<file path="src/rtl/mbox_pkg.sv">
package mbox_pkg;
  localparam int NCH   = 4;
  localparam int DW    = 32;
  localparam int AW    = 4;
  localparam int NFLAG = 3;
  localparam int CW    = $clog2(NCH);

  localparam logic [AW-1:0] ADDR_SR = AW'(2 * NCH);
  localparam logic [AW-1:0] ADDR_CR = AW'(2 * NCH + 1);

  // bit positions decoded by the opposite side and by software
  localparam int P_NMI  = 3;
  localparam int P_BUSY = 8;
  localparam int P_GIR  = 16;
  localparam int P_TE   = 20;
  localparam int P_RF   = 24;
  localparam int P_GP   = 28;

  function automatic logic irq_of(input logic [NCH-1:0] en_t, te,
                                  input logic [NCH-1:0] en_r, rf,
                                  input logic [NCH-1:0] en_g, gp);
    return |((en_t & te) | (en_r & rf) | (en_g & gp));
  endfunction

  function automatic logic [DW-1:0] pack_status(input logic [NFLAG-1:0] f,
                                                input logic nmi, busy,
                                                input logic [NCH-1:0] te, rf, gp);
    logic [DW-1:0] r;
    r = '0;
    r[NFLAG-1:0]    = f;
    r[P_NMI]        = nmi;
    r[P_BUSY]       = busy;
    r[P_TE +: NCH]  = te;
    r[P_RF +: NCH]  = rf;
    r[P_GP +: NCH]  = gp;
    return r;
  endfunction

  function automatic logic [DW-1:0] pack_control(input logic [NFLAG-1:0] f,
                                                 input logic nmi,
                                                 input logic [NCH-1:0] req, en_t, en_r, en_g);
    logic [DW-1:0] r;
    r = '0;
    r[NFLAG-1:0]    = f;
    r[P_NMI]        = nmi;
    r[P_GIR +: NCH] = req;
    r[P_TE +: NCH]  = en_t;
    r[P_RF +: NCH]  = en_r;
    r[P_GP +: NCH]  = en_g;
    return r;
  endfunction
endpackage

</file>
<file path="src/rtl/mbox_chan.sv">
module mbox_chan #(
  parameter int WIDTH = 32
) (
  input  logic             clk,
  input  logic             rst_n,
  input  logic             wr,
  input  logic [WIDTH-1:0] wdata,
  input  logic             rd,
  output logic [WIDTH-1:0] word,
  output logic             full
);
  logic rd_q;
  logic clear_evt;

  assign clear_evt = rd_q && !wr;

  always_ff @(posedge clk) begin
    if (!rst_n) begin
      rd_q <= 1'b0;
      full <= 1'b0;
      word <= '0;
    end else begin
      rd_q <= rd;
      if (wr) begin
        word <= wdata;
        full <= 1'b1;
      end else if (clear_evt) begin
        full <= 1'b0;
      end
    end
  end

  assert_deliver_R1: assert property (@(posedge clk) disable iff (!rst_n)
    wr |=> (full && word == $past(wdata)));

  assert_late_clear_R3: assert property (@(posedge clk) disable iff (!rst_n)
    (rd && !wr) ##1 !wr |=> !full);

  assert_write_wins_R5: assert property (@(posedge clk) disable iff (!rst_n)
    (rd && !wr) ##1 wr |=> full);
endmodule

</file>
<file path="src/rtl/mbox_side.sv">
module mbox_side
  import mbox_pkg::*;
(
  input  logic                     clk,
  input  logic                     rst_n,
  input  logic                     wr,
  input  logic                     rd,
  input  logic [AW-1:0]            addr,
  input  logic [DW-1:0]            wdata,
  output logic [DW-1:0]            rdata,
  output logic                     irq,
  output logic                     nmi,
  input  logic [NCH-1:0][DW-1:0]   tx_data,
  input  logic [NCH-1:0]           tx_full,
  input  logic [NCH-1:0][DW-1:0]   rx_data,
  input  logic [NCH-1:0]           rx_full,
  output logic [NCH-1:0]           tx_wr,
  output logic [NCH-1:0]           rx_rd,
  input  logic [NFLAG-1:0]         peer_f,
  input  logic [NCH-1:0]           peer_req,
  input  logic [NCH-1:0]           peer_gp,
  input  logic                     peer_nmi_set,
  input  logic                     peer_nmi_pend,
  output logic [NFLAG-1:0]         own_f,
  output logic [NCH-1:0]           own_req,
  output logic [NCH-1:0]           own_gp,
  output logic                     own_nmi_set,
  output logic                     own_nmi_pend
);
  logic [NCH-1:0]   en_t, en_r, en_g;
  logic [NFLAG-1:0] shown_f;
  logic             busy;
  logic             wr_cr, wr_sr;
  logic [NCH-1:0]   gp_w1c;
  logic             nmi_w1c;

  assign wr_cr       = wr && (addr == ADDR_CR);
  assign wr_sr       = wr && (addr == ADDR_SR);
  assign gp_w1c      = wr_sr ? wdata[P_GP +: NCH] : '0;
  assign nmi_w1c     = wr_sr && wdata[P_NMI];
  assign own_nmi_set = wr_cr && wdata[P_NMI];

  for (genvar i = 0; i < NCH; i++) begin : g_dec
    assign tx_wr[i] = wr && (addr == AW'(i));
    assign rx_rd[i] = rd && (addr == AW'(NCH + i));
  end

  always_ff @(posedge clk) begin
    if (!rst_n) begin
      own_f        <= '0;
      en_t         <= '0;
      en_r         <= '0;
      en_g         <= '0;
      own_req      <= '0;
      own_gp       <= '0;
      own_nmi_pend <= 1'b0;
      shown_f      <= '0;
      busy         <= 1'b0;
    end else begin
      if (wr_cr) begin
        own_f <= wdata[NFLAG-1:0];
        en_t  <= wdata[P_TE +: NCH];
        en_r  <= wdata[P_RF +: NCH];
        en_g  <= wdata[P_GP +: NCH];
      end
      own_req      <= (own_req & ~peer_gp) | (wr_cr ? wdata[P_GIR +: NCH] : '0);
      own_gp       <= (own_gp & ~gp_w1c) | peer_req;
      own_nmi_pend <= (own_nmi_pend & ~nmi_w1c) | peer_nmi_set;
      shown_f      <= peer_f;
      busy         <= wr_cr;
    end
  end

  always_comb begin
    rdata = '0;
    if (addr < AW'(NCH))
      rdata = tx_data[addr[CW-1:0]];
    else if (addr < AW'(2 * NCH))
      rdata = rx_data[addr[CW-1:0]];
    else if (addr == ADDR_SR)
      rdata = pack_status(shown_f, own_nmi_pend, busy, ~tx_full, rx_full, own_gp);
    else if (addr == ADDR_CR)
      rdata = pack_control(own_f, peer_nmi_pend, own_req, en_t, en_r, en_g);
  end

  assign irq = irq_of(en_t, ~tx_full, en_r, rx_full, en_g, own_gp);
  assign nmi = own_nmi_pend;

  assert_gp_raise_R7: assert property (@(posedge clk) disable iff (!rst_n)
    (|peer_req) |=> ((own_gp & $past(peer_req)) == $past(peer_req)));

  assert_gp_w1c_R8: assert property (@(posedge clk) disable iff (!rst_n)
    (wr_sr && peer_req == '0) |=> ((own_gp & $past(wdata[P_GP +: NCH])) == '0));

  assert_nmi_raise_R9: assert property (@(posedge clk) disable iff (!rst_n)
    peer_nmi_set |=> nmi);

  assert_irq_quiet_R10: assert property (@(posedge clk) disable iff (!rst_n)
    (en_t == '0 && en_r == '0 && en_g == '0) |-> !irq);

  assert_flag_follow_R6: assert property (@(posedge clk) disable iff (!rst_n)
    1'b1 |=> (shown_f == $past(peer_f)));
endmodule

</file>
<file path="src/rtl/mbox_unit.sv">
module mbox_unit
  import mbox_pkg::*;
(
  input  logic          clk,
  input  logic          rst_n,
  input  logic          a_wr,
  input  logic          a_rd,
  input  logic [AW-1:0] a_addr,
  input  logic [DW-1:0] a_wdata,
  output logic [DW-1:0] a_rdata,
  output logic          a_irq,
  output logic          a_nmi,
  input  logic          b_wr,
  input  logic          b_rd,
  input  logic [AW-1:0] b_addr,
  input  logic [DW-1:0] b_wdata,
  output logic [DW-1:0] b_rdata,
  output logic          b_irq,
  output logic          b_nmi
);
  logic [NCH-1:0][DW-1:0] ab_word, ba_word;
  logic [NCH-1:0]         ab_full, ba_full;
  logic [NCH-1:0]         a_tx_wr, a_rx_rd, b_tx_wr, b_rx_rd;
  logic [NFLAG-1:0]       a_f, b_f;
  logic [NCH-1:0]         a_req, b_req, a_gp, b_gp;
  logic                   a_nset, b_nset, a_npend, b_npend;

  for (genvar i = 0; i < NCH; i++) begin : g_ch
    mbox_chan #(.WIDTH(DW)) u_ab (
      .clk(clk), .rst_n(rst_n), .wr(a_tx_wr[i]), .wdata(a_wdata),
      .rd(b_rx_rd[i]), .word(ab_word[i]), .full(ab_full[i]));
    mbox_chan #(.WIDTH(DW)) u_ba (
      .clk(clk), .rst_n(rst_n), .wr(b_tx_wr[i]), .wdata(b_wdata),
      .rd(a_rx_rd[i]), .word(ba_word[i]), .full(ba_full[i]));
  end

  mbox_side u_side_a (
    .clk(clk), .rst_n(rst_n), .wr(a_wr), .rd(a_rd), .addr(a_addr), .wdata(a_wdata),
    .rdata(a_rdata), .irq(a_irq), .nmi(a_nmi),
    .tx_data(ab_word), .tx_full(ab_full), .rx_data(ba_word), .rx_full(ba_full),
    .tx_wr(a_tx_wr), .rx_rd(a_rx_rd),
    .peer_f(b_f), .peer_req(b_req), .peer_gp(b_gp),
    .peer_nmi_set(b_nset), .peer_nmi_pend(b_npend),
    .own_f(a_f), .own_req(a_req), .own_gp(a_gp),
    .own_nmi_set(a_nset), .own_nmi_pend(a_npend));

  mbox_side u_side_b (
    .clk(clk), .rst_n(rst_n), .wr(b_wr), .rd(b_rd), .addr(b_addr), .wdata(b_wdata),
    .rdata(b_rdata), .irq(b_irq), .nmi(b_nmi),
    .tx_data(ba_word), .tx_full(ba_full), .rx_data(ab_word), .rx_full(ab_full),
    .tx_wr(b_tx_wr), .rx_rd(b_rx_rd),
    .peer_f(a_f), .peer_req(a_req), .peer_gp(a_gp),
    .peer_nmi_set(a_nset), .peer_nmi_pend(a_npend),
    .own_f(b_f), .own_req(b_req), .own_gp(b_gp),
    .own_nmi_set(b_nset), .own_nmi_pend(b_npend));

  assert_nmi_one_way_R9: assert property (@(posedge clk) disable iff (!rst_n)
    (a_nset && !b_nset && !a_nmi) |=> (b_nmi && !a_nmi));
endmodule

</file>
<file path="config.mk">
export PLATFORM = sky130hd
export DESIGN_NAME = mbox_unit
export DESIGN_NICKNAME = d
export VERILOG_FILES = /design/src/rtl/mbox_pkg.sv /design/src/rtl/mbox_chan.sv /design/src/rtl/mbox_side.sv /design/src/rtl/mbox_unit.sv
export SDC_FILE = /design/constraint.sdc
export NUM_CORES = 1
export LEC_CHECK = 0
export ABC_CLOCK_PERIOD_IN_PS = 2450
export BUFFER_PORTS_ARGS = -buffer_cell sky130_fd_sc_hd__buf_2
export CELL_PAD_IN_SITES_DETAIL_PLACEMENT = 1
export CELL_PAD_IN_SITES_GLOBAL_PLACEMENT = 1
export CORE_UTILIZATION = 45
export DETAILED_ROUTE_END_ITERATION = 6
export PLACE_DENSITY = 0.76
export SLEW_MARGIN = 25
export SYNTH_ARGS = -nofsm -noshare
export SYNTH_HDL_FRONTEND = slang
export SYNTH_HIERARCHICAL = 1
export SYNTH_SLANG_ARGS = --single-unit
</file>
<file path="constraint.sdc">
create_clock -name clk -period 2.45 [get_ports clk]
set_clock_uncertainty 0.2 [all_clocks]
set_input_delay 0.49 -clock clk [delete_from_list [all_inputs] [get_ports clk]]
set_output_delay 0.49 -clock clk [all_outputs]
set_load 0.01 [all_outputs]
</file>
==> qor.yml, run 1 <==
die_h_um: 200
drc: 0
clk_latency_ns: 0.56
grt_pass1_wl_um: 94600
ys_types: 39
synth_adder_area_share_pct: 0
fin_ws_ns: -0.176
synth_edf_count: 0
max_slew.worst_pin.slew_ns: 0.446
hpwl_um: 41000
p_switching_mw: 3.20
max-slew-margin-rel_pct: 70.3
die-area_um2: 39800
area_delta_synth_final_pct: 24.9
synth-xor-area-share_pct: 0
fin_crit_ns: 2.63
synth-compound-area-share_pct: 8.45
vias_per_cell: 5.93
drive_gt1_share_pct: 38.1
grt_antenna_before_repair: 3
numCtsBuffers: 38
rsz0062_at_grt: "yes"
initial_core_util_pct: 46.2
synth_seq_cells: 328
critPathKind: "reg -> out"
drt_iter0_markers: 1109
drv_slew: 0
cts_sinks: 328
cts_buffer_depth: 3
clock.fmax_ghz: 0.381
cp_num_buf_inv: 1
switching_share_pct: 25.5
root_buffer: "clkbuf_16"
yosysSeqAreaShare_pct: 37.4
via_count: 14500
coreArea_um2: 38000
p_leak_nw: 7.93
async_flop_share_pct: 0
dpl.cell_count: 2308
path_clk_slew_ns: 0.06
gp_congestion: 0.847
worstPathRequired_ns: 1.76
cap_violations: 0
wl_um: 63600
final_antenna_net_count: 0
cp-end-kind: "output port"
path_cells: "mux4_2, a221o_1, buf_2"
postSynthCellCount: 1636
rows: 71
cts_tree: "done"
syn_area_per_cell_um2: 10.7
ys.flop_type: "dfxtp_1"
avgRoutedWirePerCell_um: 26.1
ios: 146
syn_area_um2: 17600
p_per_area_nw_per_um2: 572
post-route-period-util_pct: 107
htreeDepth: 2
cp.arrival_ns: 1.94
final_nets: 1977
ir_drop_mv: 0.488
final_core_util_pct: 57.7
p_total_mw: 12.5
track_usage_pct: 31.7
worstPathMaxFanout: 2
violations: "negative setup slack"
synth-simple-area-share_pct: 15.5
synth_top_family_by_area: "multiplexers"
syn_nets: 1714
pwr-share-seq_pct: 43.6
cts_hold_buffers: 0
final_cells: 2439
start_kind: "flip-flop"
slowest_delay_ns: 0.47
hold_violations: 0
clockPowerShare_pct: 45.2
grt_pass1_vias: 15200
overflow: 0
crit_slowest_cell: "mux4_2"
die_x_um: 200
p_int_mw: 9.34
yosys_warnings: 6
io_buffer_count: 145
path_delay_family: "multiplexers"
firstDrtPassIters: 5
p_comb_share_pct: 11.2
muxShareOfSynthArea_pct: 31.9
setup_violations: 34
grt_max_degree: 81
hold_path_class: "in -> reg"
status: "finished with violations"
worst register-to-register path, stage by stage (launching register included):
cell and delay (ns):
dfxtp_1 0.51, nor2b_1 0.10, a21oi_1 0.15, nor2b_1 0.07
synth_stat cells, types with 24 or more instances:
master      n  area, µm²
nand2_1   120        450
a21oi_1    48        240
mux2i_1   340       3400
o22ai_1    36        225
a21boi_0   32        240
buf_2      30        150
clkbuf_1   40        150
dfxtp_1   328       6570
nor2b_1   284       1780
mux2_2     44        495
mux4_2     76       1710
buf_12     24        480
nor2_1     34        128
a221o_1    30        300
path summary, 6_finish.rpt:
path	startpoint	to	slack, ns	depth (start not counted)
worst max register to register	u_side_b/own_gp[0]	u_side_a/own_req[0]	1.32	3
worst min register to register	u_side_a/own_f[1]	u_side_a/own_f[1]	0.29	2
worst max-delay path	g_ch[3].u_ba/word[31]	b_rdata[31]	-0.18	3
worst min-delay path	a_wdata[26]	u_side_a/en_r[2]	0.03	3
metal layers:
| metal | global-route usage (%) | routed length, µm |
|---|---|---|
| met1 | 41.7 | 27300 |
| met2 | 51.9 | 30400 |
| met3 | 4.30 | 3360 |
| met4 | 13.8 | 2590 |
| met5 | 0 | 0 |
repair_timing:
| action | 4_1_cts | 5_1_grt |
|---|---|---|
| setup buffers | 54 | 2 |
| endpoints found under the setup margin | 65 | 57 |
| resized for setup | 163 | 75 |
| pin swaps | 38 | 15 |
| gates cloned | 8 | 0 |
sequential cells by signal (all words and copies together), names as in the netlist, 4 cells and up:
name              cells
g_ch.u_ab/word      128
g_ch.u_ba/word      128
g_ch.u_ab/full        4
g_ch.u_ab/rd_q        4
g_ch.u_ba/full        4
g_ch.u_ba/rd_q        4
u_side_a/en_g         4
u_side_a/en_r         4
u_side_a/en_t         4
u_side_a/own_gp       4
u_side_a/own_req      4
u_side_b/en_g         4
u_side_b/en_r         4
u_side_b/en_t         4
u_side_b/own_gp       4
u_side_b/own_req      4
placed cells by master, fill, tap and decap left out, drive strengths merged:
cell type,count
a211o,2
a21boi,42
a21oi,48
a221o,30
a221oi,6
a22o,2
a31o,2
and2,20
and2b,2
and3,2
buf,352
bufbuf,2
bufinv,1
clkbuf,54
clkinv,10
clkinvlp,1
dfxtp,328
diode,3
inv,11
mux2,44
mux2i,340
mux4,76
nand2,120
nand2b,4
nand3,6
nand3b,2
nor2,34
nor2b,284
nor3,10
nor3b,2
o21a,18
o21ai,8
o221ai,6
o22ai,36
o31a,6
o32ai,2
or2,10
or3b,2
power by group through the flow:
| stage | clock (mW) | sequential (mW) | combinational, mW |
|---|---|---|---|
| finish | 5.66 | 5.47 | 1.41 |
| global route | 5.93 | 5.47 | 1.46 |
| CTS | 5.70 | 5.46 | 1.36 |
| detailed placement | 0 | 5.58 | 1.24 |
| global placement | 0 | 5.57 | 1.21 |
| floorplan | 0 | 5.56 | 0.699 |
per-stage QoR:
stage	setup slack, ns	instance area (µm²)	TNS (ns)	hold WS [ns]
global placement	-0.212	19500	-7.12	0.257
CTS	-0.177	21700	-2.90	0.00381
global route	-0.186	21900	-3.82	0.0296
finish	-0.176	21900	-2.89	0.0275
detailed placement	-0.262	19500	-8.94	0.267
floorplan	0.103	17600	0	0.245
layout make-up:
class                           instances  area [µm²]
Antenna cell                            3        7.51
Clock buffer                           53        1120
Clock inverter                         13        96.3
Fill cell                            4111       16100
Inverter                               10        40.0
Multi-Input combinational cell       1166       10200
Sequential cell                       328        6710
Tap cell                              511         639
Timing Repair Buffer                  355        3080
cells by family (layout without fill, tap and decap cells):
kind of cell,after synthesis,count (layout)
and+or+nand+nor,498,498
muxes,460,460
DFF,328,328
AOI/OAI and AO/OA,208,208
buffers and inverters,142,431
other,0,3
No activity file was read; power rests on OpenSTA's default activity.
==> run 2: changes to the inputs <==
--- a/config.mk
+++ b/config.mk
@@ -7,13 +7,10 @@
 export LEC_CHECK = 0
 export ABC_CLOCK_PERIOD_IN_PS = 2450
 export BUFFER_PORTS_ARGS = -buffer_cell sky130_fd_sc_hd__buf_2
-export CELL_PAD_IN_SITES_DETAIL_PLACEMENT = 1
-export CELL_PAD_IN_SITES_GLOBAL_PLACEMENT = 1
 export CORE_UTILIZATION = 45
 export DETAILED_ROUTE_END_ITERATION = 6
-export PLACE_DENSITY = 0.76
+export PLACE_DENSITY = 0.63
 export SLEW_MARGIN = 25
 export SYNTH_ARGS = -nofsm -noshare
 export SYNTH_HDL_FRONTEND = slang
-export SYNTH_HIERARCHICAL = 1
 export SYNTH_SLANG_ARGS = --single-unit
==> run 2 against run 1 <==
Effect of this change:
- the run ends with design-rule violations, negative setup slack left
- register-to-register slack better by 0.07 ns
- power fell by 3.0%
- via count is 8.4% higher
- critical endpoint unchanged
==> qor.yml, run 2 <==
status: "finished with violations"
violations: "design-rule violations, negative setup slack"
drc: 4  # +4
worstPathRequired_ns: 1.76  # about the same
final_common_cell: "nand2_1"
reg.largest.list: "g_ch.u_ab.word: 128 flops, g_ch.u_ba.word: 128 flops"
yosys.area.top_type: "dfxtp_1"
async_flop_share_pct: 0  # unchanged
postSynthCellCount: 1875  # +15%
slowest_delay_ns: 0.50  # +0.03 ns
overflow: 0  # unchanged
hold_violations: 0  # unchanged
path_cells: "mux4_2, a221o_1, buf_2"
ir_drop_mv: 0.450  # -7.8%
synth_top_family_by_area: "compound AO/OA/AOI/OAI gates"
p_total_mw: 12.2  # -3.0%
synth.most_common_cell: "nand2_1"
clk_latency_ns: 0.54  # -0.02 ns
clock.fmax_ghz: 0.379  # -0.54%
hpwl_um: 42600  # +4.0%
firstDrtPassIters: 7  # +2
post-route-period-util_pct: 108  # +0.59 points
synth_seq_cells: 328  # unchanged
vias_per_cell: 5.89  # -0.70%
cts_tree: "done"
mostFrequentLayoutCells: "nand2_1, a21boi_0, dfxtp_1"
gp_congestion: 0.984  # +16%
htreeDepth: 2  # unchanged
die_x_um: 196  # -1.7%
yosysSeqAreaShare_pct: 38.7  # +1.3 points
synth_adder_area_share_pct: 0  # unchanged
busiest_layer: "met2"
numCtsBuffers: 37  # -2.6%
worstPathMaxFanout: 3  # +1
drive_gt1_share_pct: 33.3  # -4.8 points
muxShareOfSynthArea_pct: 19.1  # -13 points
crit_slowest_cell: "mux4_2"
ys_types: 52  # +33%
met2_usage_pct: 56.1  # +4.2 points
synth_edf_count: 0  # unchanged
ys.flop_type: "dfxtp_1"
final_antenna_net_count: 0  # unchanged
path_delay_family: "multiplexers"
initial_core_util_pct: 46.0  # -0.16 points
cap_violations: 0  # unchanged
yosys_warnings: 0  # -6
grt_pass1_vias: 15800  # +3.5%
p_leak_nw: 8.16  # +2.9%
p_per_area_nw_per_um2: 563  # -1.6%
rows: 70  # -1.4%
drt_iter0_markers: 1548  # +40%
area_delta_synth_final_pct: 27.4
synth-simple-area-share_pct: 17.8  # +2.3 points
grt.met3_usage_pct: 5.17  # +0.87 points
synthTopCellsByCount: "nand2_1, dfxtp_1, a21boi_0"
yosysTopAreaCellShare_pct: 38.7  # +1.3 points
ios: 146  # unchanged
rsz0062_at_grt: "yes"
syn_nets: 1953  # +14%
cp_num_buf_inv: 1  # unchanged
cts_sinks: 328  # unchanged
grt_antenna_before_repair: 3  # unchanged
io_buffer_count: 145  # unchanged
start_kind: "flip-flop"
tns_ns: -2.53  # +0.362 ns
die_h_um: 196  # -1.7%
cp.arrival_ns: 1.95  # about the same
synth-compound-area-share_pct: 19.2  # +11 points
root_buffer: "clkbuf_16"
avgRoutedWirePerCell_um: 24.1  # -7.6%
setup_violations: 32  # -5.9%
wl_um: 64200  # +0.86%
grt_max_degree: 85  # +4.9%
via_count: 15700  # +8.4%
fin_crit_ns: 2.64  # +0.0144 ns
cp-end-kind: "output port"
hold_path_class: "in -> reg"
critPathKind: "reg -> out"
gr-usage-met1_pct: 40.3  # -1.3 points
max-slew-margin-rel_pct: 70.1  # -0.14 points
synth.area.top_cells: "dfxtp_1, nand2_1, mux4_2, a21boi_0, mux2i_1"
syn_area_per_cell_um2: 9.05  # -16%
die-area_um2: 38500  # -3.3%
max_slew.worst_pin.slew_ns: 0.448  # +0.00211 ns
syn_area_um2: 17000  # -3.4%
fin_ws_ns: -0.190  # -0.0144 ns
path_clk_slew_ns: 0.06  # about the same
synth-xor-area-share_pct: 0  # unchanged
grt_pass1_wl_um: 95600  # +1.1%
drv_slew: 0  # unchanged
coreArea_um2: 36900  # -3.0%
cts_buffer_depth: 3  # unchanged
final_nets: 2209  # +12%
track_usage_pct: 32.9  # +1.2 points
run 2: cell count changes after synthesis, moves of 9 or more:
cell and delta:
a21boi_0 +196, a21boi_1 +60, a21oi_1 -30, a31oi_1 +9
buf_12 -24, buf_2 +36, clkbuf_1 +17, mux2i_1 -244
nand2_1 +470, nor2b_1 -257, o21a_1 -9, o21ai_0 +11
run 2: final cells by class:
class	count	area, µm²
clock buffers	55	1040
repair buffers	374	3410
clock inverters	9	82.6
diodes	3	7.51
inverters	8	30.0
fillers	3231	15200
well taps	504	631
flip-flops and latches	328	6740
multi-input cells	1382	9690
run 2: final timing paths:
| kind | from | cells after the start | end | slack, ns |
|---|---|---|---|---|
| worst max-delay path | g_ch[1].u_ba.word[31] | 3 | b_rdata[31] | -0.19 |
| worst min-delay path | b_wdata[4] | 3 | g_ch[1].u_ba.word[4] | 0.006 |
| worst max register to register | u_side_b.own_gp[1] | 2 | u_side_b.own_gp[1] | 1.39 |
| worst min register to register | g_ch[1].u_ba.word[15] | 2 | g_ch[1].u_ba.word[15] | 0.26 |
run 2: tightest hold or removal path, stage by stage:
cell      delay (ns)
buf_2           0.12
nand2_1         0.05
a21boi_1        0.05
run 2: cells by family (layout without fill, tap and decap cells):
family / Yosys count / count (layout)
mux: 215 / 215
compound gates: 438 / 438
flops: 328 / 328
buf+inv: 166 / 446
simple gates: 728 / 729
other cells: 0 / 3
run 2: layer usage:
metal,up-vias,part of all wire [%]
li1,7058,-
met1,7632,39
met2,780,48
met3,207,7.4
met4,0,5.2
met5,-,0
run 2: metrics by stage:
stage | setup WS (ns) | utilization [%] | hold WS (ns) | cells | instance area, µm²
2_1_floorplan | 0.0667 | - | 0.240 | 1875 | 17000
6_report | -0.190 | 58.7 | 0.00614 | 2663 | 21600
5_1_grt | -0.199 | 58.7 | 0.0125 | 2663 | 21600
3_3_place_gp | -0.278 | 52.2 | 0.253 | 2526 | 19200
3_5_place_dp | -0.279 | 52.2 | 0.262 | 2526 | 19200
4_1_cts | -0.162 | 57.6 | 0.00128 | 2647 | 21200
run 2: timing repair:
item	CTS	global route
cloned	7	4
hold buffers	1	0
endpoints found under the setup margin	65	57
endpoints found under the hold margin	1	0
pin swaps	34	10
resized for setup	160	69
buffers inserted	50	10
run 2: report_power, final:
group / total, mW / switching (mW) / internal (mW)
logic: 1.33 / 0.711 / 0.620
registers: 5.47 / 0.0641 / 5.41
clock network: 5.36 / 2.31 / 3.05
==> run 3: changes to the inputs <==
--- a/config.mk
+++ b/config.mk
@@ -7,10 +7,13 @@
 export LEC_CHECK = 0
 export ABC_CLOCK_PERIOD_IN_PS = 2450
 export BUFFER_PORTS_ARGS = -buffer_cell sky130_fd_sc_hd__buf_2
+export CELL_PAD_IN_SITES_DETAIL_PLACEMENT = 1
+export CELL_PAD_IN_SITES_GLOBAL_PLACEMENT = 1
 export CORE_UTILIZATION = 45
 export DETAILED_ROUTE_END_ITERATION = 6
-export PLACE_DENSITY = 0.63
+export PLACE_DENSITY = 0.78
 export SLEW_MARGIN = 25
 export SYNTH_ARGS = -nofsm -noshare
 export SYNTH_HDL_FRONTEND = slang
 export SYNTH_SLANG_ARGS = --single-unit
+export TNS_END_PERCENT = 1
==> run 3 against run 2 <==
Effect of this change:
- the flow finishes with violations (negative setup slack)
- final cell count decreased by 3.4%
- clock-buffer cell count increased by 3
- power increased by 4.9%
- combinational power decreased by 8%
- die area unchanged
- wire length increased by 3.5%
- largest cell class unchanged
- largest power group is now clock
- highest routed layer unchanged
==> qor.yml, run 3 (synthesized netlist as in run 2, its figures left out) <==
grt_antenna_before_repair: 1  # -2
track_usage_pct: 34.4  # +1.6 points
max_slew.worst_pin.slew_ns: 0.517  # +0.0687 ns
gr-usage-met1_pct: 40.7  # +0.40 points
busiest_layer: "met2"
io_buffer_count: 145  # unchanged
met2_usage_pct: 60.3  # +4.2 points
coreArea_um2: 36900  # unchanged
fillers: 4174  # +29%
path_cells: "mux4_2, a221o_1, buf_2"
drv_slew: 0  # unchanged
post-route-period-util_pct: 108  # about the same
slowest_delay_ns: 0.52  # +0.02 ns
p_per_area_nw_per_um2: 615  # +9.3%
grt_max_degree: 72  # -15%
cp-end-kind: "output port"
area_delta_synth_final_pct: 22.3
htreeDepth: 2  # unchanged
die_x_um: 196  # unchanged
initial_core_util_pct: 46.0  # unchanged
grt_pass1_wl_um: 100000  # +4.9%
wl_um: 66400  # +3.5%
rsz0062_at_grt: "yes"
cp.arrival_ns: 1.95  # about the same
firstDrtPassIters: 5  # -2
final_core_util_pct: 56.3  # -2.4 points
grt_pass1_vias: 16800  # +6.4%
clock.fmax_ghz: 0.379  # about the same
path_clk_slew_ns: 0.06  # about the same
rows: 70  # unchanged
via_count: 15700  # +0.18%
clk_latency_ns: 0.54  # about the same
worstPathMaxFanout: 3  # unchanged
dpl-instance-area_um2: 19000  # -1.1%
cts_hold_buffers: 0  # -1
critPathKind: "reg -> out"
setup_violations: 39  # +22%
vias_per_cell: 6.10  # +3.7%
final_nets: 2118  # -4.1%
start_kind: "flip-flop"
status: "finished with violations"
die-area_um2: 38500  # unchanged
grt.met3_usage_pct: 4.49  # -0.69 points
hpwl_um: 45400  # +6.7%
ios: 146  # unchanged
root_buffer: "clkbuf_16"
fin_ws_ns: -0.192  # -0.00144 ns
mostFrequentLayoutCells: "nand2_1, dfxtp_1, a21boi_0"
ir_drop_mv: 0.446  # -0.78%
drt_iter0_markers: 1151  # -26%
path_delay_family: "multiplexers"
p_leak_nw: 7.66  # -6.2%
hold_path_class: "in -> reg"
drc: 0  # -4
max-slew-margin-rel_pct: 65.5  # -4.6 points
gp_congestion: 0.973  # -1.1%
cts_tree: "done"
drive_gt1_share_pct: 27.9  # -5.4 points
overflow: 0  # unchanged
cts_sinks: 328  # unchanged
numCtsBuffers: 38  # +2.7%
fin_crit_ns: 2.64  # +0.00144 ns
worstPathRequired_ns: 1.76  # about the same
cp_num_buf_inv: 1  # unchanged
cap_violations: 0  # unchanged
cts_buffer_depth: 3  # unchanged
final_common_cell: "nand2_1"
violations: "negative setup slack"
avgRoutedWirePerCell_um: 25.8  # +7.1%
hold_violations: 0  # unchanged
final_cell_area_um2: 20800  # -4.0%
die_h_um: 196  # unchanged
final_antenna_net_count: 0  # unchanged
crit_slowest_cell: "mux4_2"
reg.largest.list: "g_ch.u_ab.word: 128 flops, g_ch.u_ba.word: 128 flops"
run 3: changes by cell type in the layout (fill, tap and decap cells not counted), moves of 6 or more:
cell,previous run,this run
dfxtp_2,133,76
buf_4,160,88
buf_6,19,13
clkbuf_1,13,6
dfxtp_1,193,252
clkbuf_8,5,11
run 3: worst min-delay path, delay by kind of cell:
kind,cells,cell delay (ns)
AO/OA/AOI/OAI,1,0.05
buffers and inverters,1,0.13
AND/OR/NAND/NOR,1,0.05
run 3: stage by stage:
step	setup WS (ns)	TNS [ns]	cells	power (mW)	hold WS, ns
CTS	-0.173	-4.13	2572	12.8	0.00872
finish	-0.192	-3.99	2573	12.8	0.0218
detailed placement	-0.293	-14.16	2501	6.74	0.267
global placement	-0.258	-10.13	2501	6.70	0.251
floorplan	0.0667	0	1875	6.19	0.240
global route	-0.220	-5.82	2573	13.1	0.0140
run 3: repair_timing:
action / CTS / global route
resized for setup: 108 / 35
pin swaps: 31 / 13
setup endpoints to repair: 65 / 64
buffers inserted: 3 / 0
gates cloned: 0 / 0
run 3: metal layers:
layer	part of all wire, %	vias up
met1	39	7981
met3	6.1	196
met2	50	659
met5	0	-
met4	4.9	0
li1	-	6869
run 3: area by class of cell:
cell class | instances | area [µm²] | share of cell area (%)
Clock inverter | 10 | 134 | 0.645
Inverter | 8 | 30.0 | 0.145
Multi-Input combinational cell | 1381 | 9670 | 46.6
Antenna cell | 1 | 2.50 | 0.0121
Timing Repair Buffer | 283 | 2430 | 11.7
Sequential cell | 328 | 6660 | 32.1
Tap cell | 504 | 631 | 3.04
Clock buffer | 58 | 1200 | 5.78
run 3: worst paths after layout:
check                        startpoint                     to  slack [ns]  cells after the start
setup / recovery   g_ch[3].u_ba.word[3]             b_rdata[3]       -0.19                      3
hold / removal              a_wdata[15]  g_ch[1].u_ab.word[15]        0.02                      3
setup reg to reg     u_side_b.own_gp[1]     u_side_b.own_gp[1]        1.25                      2
hold reg to reg   g_ch[1].u_ba.word[14]  g_ch[1].u_ba.word[14]        0.27                      2
run 3: power breakdown:
group | internal, mW | switching, mW | total [mW] | leakage, nW
Sequential | 5.41 | 0.0659 | 5.47 | 2.69
Combinational | 0.530 | 0.700 | 1.23 | 4.32
Clock | 3.69 | 2.37 | 6.06 | 0.654
